<file path="config.mk">
export PLATFORM = sky130hd
export DESIGN_NAME = sio_regfront
export DESIGN_NICKNAME = d
export VERILOG_FILES = /design/src/rtl/sio_pkg.sv /design/src/rtl/sio_addr_dec.sv /design/src/rtl/sio_rx_path.sv /design/src/rtl/sio_tx_path.sv /design/src/rtl/sio_status.sv /design/src/rtl/sio_regfront.sv
export SDC_FILE = /design/constraint.sdc
export NUM_CORES = 1
export LEC_CHECK = 0
export CORE_ASPECT_RATIO = 0.6
export CORE_UTILIZATION = 55
export DETAILED_ROUTE_END_ITERATION = 6
export GPL_ROUTABILITY_DRIVEN = 0
export GPL_TIMING_DRIVEN = 0
export PLACE_DENSITY = 0.77
export SLEW_MARGIN = 20
export SYNTH_ARGS = -nofsm -noshare
export SYNTH_HDL_FRONTEND = slang
export SYNTH_HIERARCHICAL = 1
export SYNTH_SLANG_ARGS = --single-unit
</file>
<file path="constraint.sdc">
create_clock -name clk -period 10.98 [get_ports clk]
set_input_delay 2.745 -clock clk [delete_from_list [all_inputs] [get_ports clk]]
set_output_delay 2.745 -clock clk [all_outputs]
set_load 0.05 [all_outputs]
</file>
<file path="src/rtl/sio_pkg.sv">
package sio_pkg;

    localparam int REG_W     = 32;
    localparam int NUM_REGS  = 7;
    localparam int NUM_STORE = 5;

    // Word selectors; the encoding equals the word index (byte offset / 4).
    typedef enum logic [2:0] {
        SEL_STAT  = 3'd0,
        SEL_DATA  = 3'd1,
        SEL_RATE  = 3'd2,
        SEL_CTLA  = 3'd3,
        SEL_CTLB  = 3'd4,
        SEL_CTLC  = 3'd5,
        SEL_GUARD = 3'd6,
        SEL_NONE  = 3'd7
    } reg_sel_e;

    typedef struct packed {
        logic     rd;
        logic     wr;
        reg_sel_e sel;
    } bus_op_t;

    // Status flag positions
    localparam int FLG_RXFULL = 5;
    localparam int FLG_TXDONE = 6;
    localparam int FLG_TXIDLE = 7;

    // Control word A bit positions
    localparam int CA_RXEN = 2;
    localparam int CA_RXIE = 5;
    localparam int CA_PORTEN = 13;

    localparam logic [REG_W-1:0] STAT_INIT    = 32'h0000_00C0;
    localparam logic [REG_W-1:0] STAT_SET_MAX = 32'h0000_03FF;
    localparam logic [REG_W-1:0] TX_LIMIT     = 32'h0000_F000;
    localparam logic [REG_W-1:0] DATA_VIEW    = 32'h0000_03FF;

    // Plain stored words, index = slot in the storage array
    localparam reg_sel_e STORE_SEL [NUM_STORE] =
        '{SEL_RATE, SEL_CTLA, SEL_CTLB, SEL_CTLC, SEL_GUARD};
    localparam int CTLA_SLOT = 1;

    function automatic logic [REG_W-1:0] data_word(input logic [7:0] b);
        return REG_W'(b) & DATA_VIEW;
    endfunction

endpackage

</file>
<file path="src/rtl/sio_addr_dec.sv">
module sio_addr_dec
    import sio_pkg::*;
#(
    parameter int ADDR_W = 10
) (
    input  logic              acc_en,
    input  logic              acc_we,
    input  logic [ADDR_W-1:0] acc_addr,
    output bus_op_t           op
);
    localparam int IDX_W = ADDR_W - 2;

    logic [IDX_W-1:0] idx;
    logic             aligned;

    always_comb begin
        idx     = acc_addr[ADDR_W-1:2];
        aligned = (acc_addr[1:0] == 2'b00);
        op.rd   = acc_en && !acc_we;
        op.wr   = acc_en && acc_we;
        op.sel  = SEL_NONE;
        if (aligned) begin
            for (int i = 0; i < NUM_REGS; i++) begin
                if (idx == IDX_W'(i)) op.sel = reg_sel_e'(3'(i));
            end
        end
    end
endmodule

</file>
<file path="src/rtl/sio_rx_path.sv">
module sio_rx_path #(
    parameter int BYTE_W = 8
) (
    input  logic              clk,
    input  logic              rst,
    input  logic              rx_valid,
    input  logic [BYTE_W-1:0] rx_data,
    input  logic              rx_full,
    input  logic              port_on,
    input  logic              recv_on,
    output logic              rx_ready,
    output logic              rx_store,
    output logic [BYTE_W-1:0] hold_q
);
    logic take;

    always_comb begin
        rx_ready = !rx_full;
        take     = rx_valid && rx_ready;
        rx_store = take && port_on && recv_on;
    end

    always_ff @(posedge clk) begin
        if (rst)           hold_q <= '0;
        else if (rx_store) hold_q <= rx_data;
    end

    // a byte taken while the receiver is gated off leaves the holding register alone
    assert_drop_gated_R2: assert property (@(posedge clk) disable iff (rst)
        (take && !(port_on && recv_on)) |=> $stable(hold_q));

    // a stored byte lands in the holding register
    assert_store_byte_R3: assert property (@(posedge clk) disable iff (rst)
        rx_store |=> (hold_q == $past(rx_data)));
endmodule

</file>
<file path="src/rtl/sio_tx_path.sv">
module sio_tx_path
    import sio_pkg::*;
#(
    parameter int BYTE_W = 8
) (
    input  logic              clk,
    input  logic              rst,
    input  bus_op_t           op,
    input  logic [REG_W-1:0]  wdata,
    output logic              tx_fire,
    output logic              tx_valid,
    output logic [BYTE_W-1:0] tx_data
);
    logic data_wr;

    always_comb begin
        data_wr = op.wr && (op.sel == SEL_DATA);
        tx_fire = data_wr && (wdata < TX_LIMIT);
    end

    always_ff @(posedge clk) begin
        if (rst) begin
            tx_valid <= 1'b0;
            tx_data  <= '0;
        end else begin
            tx_valid <= tx_fire;
            if (tx_fire) tx_data <= wdata[BYTE_W-1:0];
        end
    end

    // accepted data write yields a pulse carrying the low byte
    assert_tx_pulse_R7: assert property (@(posedge clk) disable iff (rst)
        tx_fire |=> (tx_valid && tx_data == $past(wdata[BYTE_W-1:0])));

    // high-valued data writes send nothing
    assert_tx_ignore_R7: assert property (@(posedge clk) disable iff (rst)
        (data_wr && wdata >= TX_LIMIT) |=> !tx_valid);
endmodule

</file>
<file path="src/rtl/sio_status.sv">
module sio_status
    import sio_pkg::*;
(
    input  logic             clk,
    input  logic             rst,
    input  bus_op_t          op,
    input  logic [REG_W-1:0] wdata,
    input  logic             rx_store,
    input  logic             rxie_now,
    input  logic             tx_fire,
    output logic [REG_W-1:0] stat_q,
    output logic             irq_q
);
    logic             stat_wr, data_rd, ctla_wr;
    logic [REG_W-1:0] bus_stat, stat_d;
    logic             irq_d;

    always_comb begin
        stat_wr = op.wr && (op.sel == SEL_STAT);
        data_rd = op.rd && (op.sel == SEL_DATA);
        ctla_wr = op.wr && (op.sel == SEL_CTLA);

        // bus-side effects first
        bus_stat = stat_q;
        if (stat_wr) begin
            if (wdata <= STAT_SET_MAX) begin
                bus_stat = wdata;
                bus_stat[FLG_TXIDLE] = 1'b1;
            end else begin
                bus_stat = stat_q & wdata;
            end
        end
        if (data_rd) bus_stat[FLG_RXFULL] = 1'b0;
        if (tx_fire) bus_stat[FLG_TXDONE] = 1'b1;

        irq_d = irq_q;
        if (data_rd) irq_d = 1'b0;
        if (stat_wr && !bus_stat[FLG_RXFULL]) irq_d = 1'b0;
        if (ctla_wr && wdata[CA_RXIE] && stat_q[FLG_RXFULL]) irq_d = 1'b1;

        // receive side applied after the bus access
        stat_d = bus_stat;
        if (rx_store) begin
            stat_d[FLG_RXFULL] = 1'b1;
            if (rxie_now) irq_d = 1'b1;
        end
    end

    always_ff @(posedge clk) begin
        if (rst) begin
            stat_q <= STAT_INIT;
            irq_q  <= 1'b0;
        end else begin
            stat_q <= stat_d;
            irq_q  <= irq_d;
        end
    end

    assert_rx_irq_R3: assert property (@(posedge clk) disable iff (rst)
        (rx_store && rxie_now) |=> (irq_q && stat_q[FLG_RXFULL]));

    assert_data_read_clears_R4: assert property (@(posedge clk) disable iff (rst)
        (data_rd && !rx_store) |=> (!stat_q[FLG_RXFULL] && !irq_q));

    assert_replace_idle_R5: assert property (@(posedge clk) disable iff (rst)
        (stat_wr && wdata <= STAT_SET_MAX) |=> stat_q[FLG_TXIDLE]);

    assert_and_clear_R5: assert property (@(posedge clk) disable iff (rst)
        (stat_wr && wdata > STAT_SET_MAX && !rx_store) |=> ((stat_q & ~$past(wdata)) == '0));

    assert_irq_low_R6: assert property (@(posedge clk) disable iff (rst)
        (stat_wr && !rx_store) |=> (stat_q[FLG_RXFULL] || !irq_q));

    assert_no_raise_R6: assert property (@(posedge clk) disable iff (rst)
        (stat_wr && !rx_store && !irq_q) |=> !irq_q);

    assert_done_flag_R7: assert property (@(posedge clk) disable iff (rst)
        tx_fire |=> stat_q[FLG_TXDONE]);

    assert_ctla_raise_R8: assert property (@(posedge clk) disable iff (rst)
        (ctla_wr && wdata[CA_RXIE] && stat_q[FLG_RXFULL]) |=> irq_q);
endmodule

</file>
<file path="src/rtl/sio_regfront.sv">
module sio_regfront
    import sio_pkg::*;
#(
    parameter int ADDR_W = 10,
    parameter int BYTE_W = 8
) (
    input  logic              clk,
    input  logic              rst,
    input  logic              bus_en,
    input  logic              bus_we,
    input  logic [ADDR_W-1:0] bus_addr,
    input  logic [REG_W-1:0]  bus_wdata,
    output logic [REG_W-1:0]  bus_rdata,
    input  logic              rx_valid,
    input  logic [BYTE_W-1:0] rx_data,
    output logic              rx_ready,
    output logic              tx_valid,
    output logic [BYTE_W-1:0] tx_data,
    output logic              irq
);
    bus_op_t          op;
    logic [REG_W-1:0] store_q [NUM_STORE];
    logic [REG_W-1:0] stat_q;
    logic [BYTE_W-1:0] hold_q;
    logic             rx_store, tx_fire, rx_on;
    logic [REG_W-1:0] rd_mux;

    sio_addr_dec #(.ADDR_W(ADDR_W)) u_dec (
        .acc_en(bus_en), .acc_we(bus_we), .acc_addr(bus_addr), .op(op)
    );

    // Plain stored words
    for (genvar k = 0; k < NUM_STORE; k++) begin : g_store
        always_ff @(posedge clk) begin
            if (rst) store_q[k] <= '0;
            else if (op.wr && op.sel == STORE_SEL[k]) store_q[k] <= bus_wdata;
        end
    end

    assign rx_on = store_q[CTLA_SLOT][CA_PORTEN] && store_q[CTLA_SLOT][CA_RXEN];

    sio_rx_path #(.BYTE_W(BYTE_W)) u_rx (
        .clk(clk), .rst(rst),
        .rx_valid(rx_valid), .rx_data(rx_data),
        .rx_full(stat_q[FLG_RXFULL]),
        .port_on(store_q[CTLA_SLOT][CA_PORTEN]),
        .recv_on(store_q[CTLA_SLOT][CA_RXEN]),
        .rx_ready(rx_ready), .rx_store(rx_store), .hold_q(hold_q)
    );

    sio_tx_path #(.BYTE_W(BYTE_W)) u_tx (
        .clk(clk), .rst(rst), .op(op), .wdata(bus_wdata),
        .tx_fire(tx_fire), .tx_valid(tx_valid), .tx_data(tx_data)
    );

    sio_status u_stat (
        .clk(clk), .rst(rst), .op(op), .wdata(bus_wdata),
        .rx_store(rx_store), .rxie_now(store_q[CTLA_SLOT][CA_RXIE]),
        .tx_fire(tx_fire), .stat_q(stat_q), .irq_q(irq)
    );

    always_comb begin
        rd_mux = '0;
        if (op.sel == SEL_STAT) rd_mux = stat_q;
        if (op.sel == SEL_DATA) rd_mux = data_word(8'(hold_q));
        for (int k = 0; k < NUM_STORE; k++) begin
            if (op.sel == STORE_SEL[k]) rd_mux = store_q[k];
        end
    end

    always_ff @(posedge clk) begin
        if (rst)        bus_rdata <= '0;
        else if (op.rd) bus_rdata <= rd_mux;
    end

    // taking an enabled byte closes the input on the next cycle
    assert_ready_drops_R1: assert property (@(posedge clk) disable iff (rst)
        (rx_valid && rx_ready && rx_on) |=> !rx_ready);

    // reads of unmapped or misaligned addresses return zero
    assert_undef_read_R10: assert property (@(posedge clk) disable iff (rst)
        (op.rd && op.sel == SEL_NONE) |=> (bus_rdata == '0));

    // read data holds between reads
    assert_rdata_hold_R10: assert property (@(posedge clk) disable iff (rst)
        !op.rd |=> $stable(bus_rdata));
endmodule

</file>
==> results of run 1 <==
## routing by layer
metal  share of wire, %  global-route usage [%]  vias to the layer above
met1                 44                    47.2                     3872
met4                2.5                    8.07                        0
met2                 41                    43.2                      541
met5                  0                       0                        -
li1                   -                       -                     3533
met3                 12                    6.40                       61
## cell families (layout without fill, tap and decap cells)
family	after synthesis	in the layout
AND/OR/NAND/NOR	287	287
flip-flops	242	242
AO/OA/AOI/OAI	225	225
buffers and inverters	84	229
multiplexers	30	30
## report_power, final
part	switching, mW	total, mW	leakage [nW]	internal (mW)
registers	0.0139	1.02	2.18	1.00
logic	0.0820	0.130	2.02	0.0485
clock network	0.340	0.783	0.357	0.443
## worst max-delay path, delay by kind of cell
kind | cells | cell delay, ns
AOI/OAI and AO/OA | 1 | 0.20
buffers and inverters | 4 | 1.07
and+or+nand+nor | 5 | 1.93
## state kept, by name (all words and copies together), names as in the netlist
| signal | count |
|---|---|
| store_q | 160 |
| u_tx/tx_data | 8 |
| bus_rdata | 32 |
| u_stat/stat_q | 32 |
| u_tx/tx_valid | 1 |
| u_stat/irq_q | 1 |
| u_rx/hold_q | 8 |
## stage by stage
step	total power [mW]	setup WS, ns	util, %	hold slack, ns	instances
global route	1.98	5.39	68.0	0.482	1279
finish	1.93	5.47	68.0	0.450	1279
detailed placement	1.17	5.02	64.2	0.441	1239
floorplan	1.09	4.25	-	0.430	868
global placement	1.16	1.55	63.1	0.437	1231
CTS	1.93	5.53	68.0	0.451	1279
## cell usage after synthesis, drive strengths merged (2+ instances only)
cell type / instances / share of area, %
a21oi: 26 / 1.2
a221oi: 9 / 1.1
o311a: 8 / 0.74
clkbuf: 38 / 1.4
nor3: 6 / 0.48
a31oi: 24 / 1.4
nor2b: 6 / 0.37
buf: 34 / 2.5
o32a: 7 / 0.65
a22oi: 25 / 1.7
nand3: 2 / 0.093
o221ai: 24 / 2.0
inv: 12 / 0.42
nor4: 13 / 1.1
mux2i: 30 / 2.8
edfxtp: 160 / 45
a22o: 24 / 2.0
o221a: 28 / 2.9
nor2: 6 / 0.36
and4b: 2 / 0.19
nand4: 2 / 0.17
o21ai: 42 / 2.0
o31ai: 2 / 0.14
and2: 162 / 9.4
nor4b: 2 / 0.36
nand2b: 42 / 2.4
dfxtp: 82 / 15
nand2: 37 / 1.3
## path summary, 6_finish.rpt
check                                        from                end  slack (ns)  cells after the start
worst max register to register     store_q[1][13]   u_stat/stat_q[5]        9.59                      4
worst min-delay path            u_stat/stat_q[21]  u_stat/stat_q[21]        0.45                      1
worst min register to register  u_stat/stat_q[21]  u_stat/stat_q[21]        0.45                      1
worst max-delay path                  bus_addr[9]  u_stat/stat_q[24]        5.47                     10
## layout make-up
class                           instances  share of cell area, %
Sequential cell                       242                   49.5
Multi-Input combinational cell        542                   30.0
Timing Repair Buffer                  105                   8.71
Clock buffer                           26                   4.66
Buffer                                 72                   3.20
Tap cell                              266                   2.56
Clock inverter                         14                  0.952
Inverter                               12                  0.346
==> impl_metrics.ini, run 1 <==
[placement]
hpwl_um = 21100
placed_area_mm2 = 0.0123
io_buffers = 97

[yosys]
synth_area_per_cell_um2 = 12.4
synthesis.area_mm2 = 0.0108
yosysSeqAreaShare_pct = 59.8
synth_cells = 868
yosysWarnings = 6
async_flop_share_pct = 0
synth_edf_count = 160
synthFlopType = edfxtp_1
synth-simple-area-share_pct = 16.8
synth.mux.area_fraction_pct = 2.79
synth_compound_area_share_pct = 16.3
synth-xor-area-share_pct = 0
synth_top_family_by_area = simple AND/OR/NAND/NOR gates
synthAdderAreaFrac_pct = 0
ys_ff_latch = 242
syn_nets = 923
synthDistinctLibCells = 56

[clock_network]
clk_path_buf_depth = 3
cts_tree = built
path_clk_slew_ns = 0.07
postCtsSetupBuffers = 0
clk_latency_ns = 0.52
htree_levels = 1
cts_hold_buf = 0
cts.sinks = 242
cts_resized = 0
cts_root_buffer = clkbuf_16
cts_buffers = 22

[power_and_ir_drop]
peakVddDrop_mv = 0.0927
power_density_mw_per_mm2 = 148
p_leak_nw = 4.56

[run]
maxCapViolCount = 0

[floorplanning]
die_w_um = 183
die_h_um = 110
start_util_pct = 56.3
core-area_mm2 = 0.0191
row_count = 39
die_area_mm2 = 0.0202
io_pins = 98

[layout]
final_cell_mix = and2_1, edfxtp_1, clkdlybuf4s50_1
final_common_cell = and2_1
seq_area_mm2 = 0.00645
antennaDiodeCount = 0
synthToLayoutAreaGrowth_pct = 20.8
drive_above_1_share_pct = 11.1
fillCellCount = 1436
multiInputGateArea_mm2 = 0.00391
final_nets = 1052
final_cell_area_mm2 = 0.0130

[critical_path]
arrival_ns = 5.97
path_cells = clkdlybuf4s50_1 -> nor4_4 -> nand2_1 -> or4b_1 -> clkbuf_1 -> and4bb_1 -> and2_1 -> buf_4 -> buf_6 -> o221a_1
crit_path_end_kind = flip-flop
cp_max_fo = 11
cp-start-kind = input port
worst_ep_required_time_ns = 11.44
max_stage_delay_ns = 0.61
critPathSlowestCell = or4b_1
critical_path_class = input port to flip-flop

[sta]
skew_ns = 0.0114
rsz0062_at_grt = no
fin_crit_ns = 5.51
fin_crit_sh_pct = 50.2
max_freq_mhz = 182
fin_tns_setup_ns = 0
maxSlewViolCount = 0
tightest_slew_ns = 1.03
finalSetupViolCount = 0
hold_viol = 0
slew_headroom_pct = 30.8

[detailed_routing]
wire_per_inst_um = 23.9
drtAntennaViolNets = 0
dr.pass1.iters = 5
wl_um = 30600
drt_iter0_drc = 1002
vias = 8007
drcViolationCount = 0
via_per_inst = 6.26

[hold_path]
hp-class = flip-flop to flip-flop

[global_routing]
antenna_found_initial = 0
grt.overflow.total = 0
grt_usage_pct = 30.5
grt_pass1_vias = 7735
grt_pass1_wl_um = 46200
grt_max_degree = 24

[run_status]
status = finished clean
Note: power is estimated with default switching activity, not from simulation.
==> run 2: changes to the inputs <==
Clock period 10.98 ns to 5.7 ns, I/O delays scaled along.
==> results of run 2 <==
Same layout as run 1 (identical final DEF). Status: finished clean.
Main changes from that run: setup slack after placement 5.02 ns -> 1.06 ns; setup slack after layout 5.47 ns -> 1.51 ns; register-to-register setup slack 9.59 ns -> 4.31 ns; total power 1.93 mW -> 3.72 mW; worst IR drop on VDD 0.0927 mV -> 0.179 mV
==> run 3: changes to the inputs <==
Settings changed: CORE_UTILIZATION 55 to 52, PLACE_DENSITY 0.77 to 0.76.
Clock period 5.7 ns to 3.4 ns, I/O delays scaled along.
==> impl_metrics.ini, run 3 (synthesis results as in run 1) <==
[global_routing]
grt_use_met1_pct = 44.3
grt_max_degree = 27
grt_pass1_vias = 7683
grt_busiest_layer = met1
grt_usage_pct = 28.8
grt.overflow.total = 0
grt_pass1_wl_um = 46200
grt_util_met3_pct = 8.03
antenna_found_initial = 0
globalRouteMet2Util_pct = 39.8

[critical_path]
rr_endpoint = u_stat/irq_q
cp_max_fo = 10
arrival_ns = 3.82
crit_path_end_kind = flip-flop
critical_path_class = input port to flip-flop
r2r_cells = 4
worstReg2RegStart = u_stat/stat_q[5]
cp-start-kind = input port
worst_ep_required_time_ns = 3.85
r2r_setup_slack_ns = 1.99

[placement]
hpwl_um = 20800
io_buffers = 97
placed_area_mm2 = 0.0123

[sta]
fin_hold_ws_ns = 0.465
max_freq_mhz = 297
slew_headroom_pct = 35.1
skew_ns = 0.0117
maxSlewViolCount = 0
finalSetupViolCount = 0
hold_viol = 0
tightest_slew_ns = 0.972
fin_crit_sh_pct = 99.2
fin_crit_ns = 3.37

[clock_network]
cts_buffers = 23
path_clk_slew_ns = 0.06
cts_root_buffer = clkbuf_16
cts.sinks = 242
clk_path_buf_depth = 3
htree_levels = 1
cts_tree = built
clk_latency_ns = 0.51

[layout]
synthToLayoutAreaGrowth_pct = 21.2
final_cell_area_mm2 = 0.0131
final_cell_mix = and2_1, edfxtp_1, clkdlybuf4s50_1
fillCellCount = 1508
drive_above_1_share_pct = 11.4
reg_top3 = store_q: 160 flops, bus_rdata: 32 flops, u_stat/stat_q: 32 flops
final_common_cell = and2_1
antennaDiodeCount = 0
largest_reg_flops = 160
largest-register = store_q
final_nets = 1053

[floorplanning]
io_pins = 98
row_count = 40
die_h_um = 114
die_area_mm2 = 0.0213
core-area_mm2 = 0.0202
die_w_um = 188
start_util_pct = 53.4

[power_and_ir_drop]
pwr-share-clk_pct = 41.4
p_switching_mw = 1.43
peakVddDrop_mv = 0.291
pwr-share-comb_pct = 6.6
seqPwrFrac_pct = 52.0
p_int_mw = 4.89
swShare_pct = 22.6
p_leak_nw = 4.61
power_density_mw_per_mm2 = 484

[hold_path]
min-delay-start = u_stat/stat_q[21]
hp-class = flip-flop to flip-flop
holdPathStages = 1
whs_endpoint = u_stat/stat_q[21]

[detailed_routing]
wire_per_inst_um = 23.6
vias = 7930
wl_um = 30300
via_per_inst = 6.16
drtAntennaViolNets = 0
drcViolationCount = 0
drt_iter0_drc = 913
dr.pass1.iters = 5

[run]
maxCapViolCount = 0

[run_status]
status = finished clean
## run 3: cell types whose count changed in the layout (fill, tap and decap cells not counted), sizes merged
| cell | change |
|---|---|
| dlymetal6s2s | +1 |
| bufinv | +1 |
| clkdlybuf4s50 | -1 |
| clkinv | +2 |
| clkinvlp | -2 |
## run 3: metrics by stage
step	total power [mW]	cells	worst slack [ns]	util (%)	setup TNS (ns)
after floorplan	3.52	868	0.124	-	0
after global placement	3.73	1238	-1.28	60.0	-186.59
after detailed placement	3.76	1245	-0.554	60.8	-80.76
after CTS	6.32	1286	0.0234	64.5	0
after global routing	6.49	1287	-0.0196	64.7	-0.0308
final	6.32	1287	0.0276	64.7	0
## run 3: final cells by class
type                       instances  area (µm²)  share of cell area, %
buffer                            72         417                   3.19
clock buffer                      26         597                   4.57
clock inverter                    15         159                   1.22
inverter                          12        45.0                  0.345
multi-input combinational        542        3940                   30.2
sequential                       242        6450                   49.4
tap                              273         342                   2.62
timing repair buffer             105        1110                   8.53
## run 3: repair_timing
action                     in CTS  in global routing
gates resized for setup         0                  8
pin swaps                       1                  1
setup endpoints to repair      10                111
hold buffers                    0                  0
buffers inserted                0                  1
## run 3: how the worst max path moves through the flow
stage           startpoint                end  slack (ns)
6_report       bus_addr[1]  u_stat/stat_q[18]        0.03
5_1_grt        bus_addr[1]  u_stat/stat_q[19]       -0.02
4_1_cts                rst      store_q[1][8]        0.02
3_5_place_dp   bus_addr[9]     store_q[2][24]       -0.55
3_3_place_gp   bus_addr[9]     store_q[2][24]       -1.28
2_1_floorplan  bus_addr[9]      store_q[2][0]        0.12
## run 3: critical path, cell delays in order
cell and delay (ns):
clkdlybuf4s50_1 0.49, nor4_1 0.40, nand2_2 0.23, or4b_1 0.52, clkbuf_1 0.24, and4bb_1 0.34, and2_1 0.12, buf_4 0.22
buf_6 0.20, o221a_1 0.20
## run 3: layer usage
layer	part of all wire, %	up-vias
met4	1.8	0
li1	-	3535
met3	12	53
met1	45	3866
met2	41	476
met5	0	-
## run 3: power by group through the flow
stage,combinational [mW],clock (mW),sequential [mW]
final,0.418,2.62,3.29
after global routing,0.438,2.75,3.30
after CTS,0.411,2.62,3.29
after detailed placement,0.409,0,3.35
after global placement,0.383,0,3.35
after floorplan,0.126,0,3.40
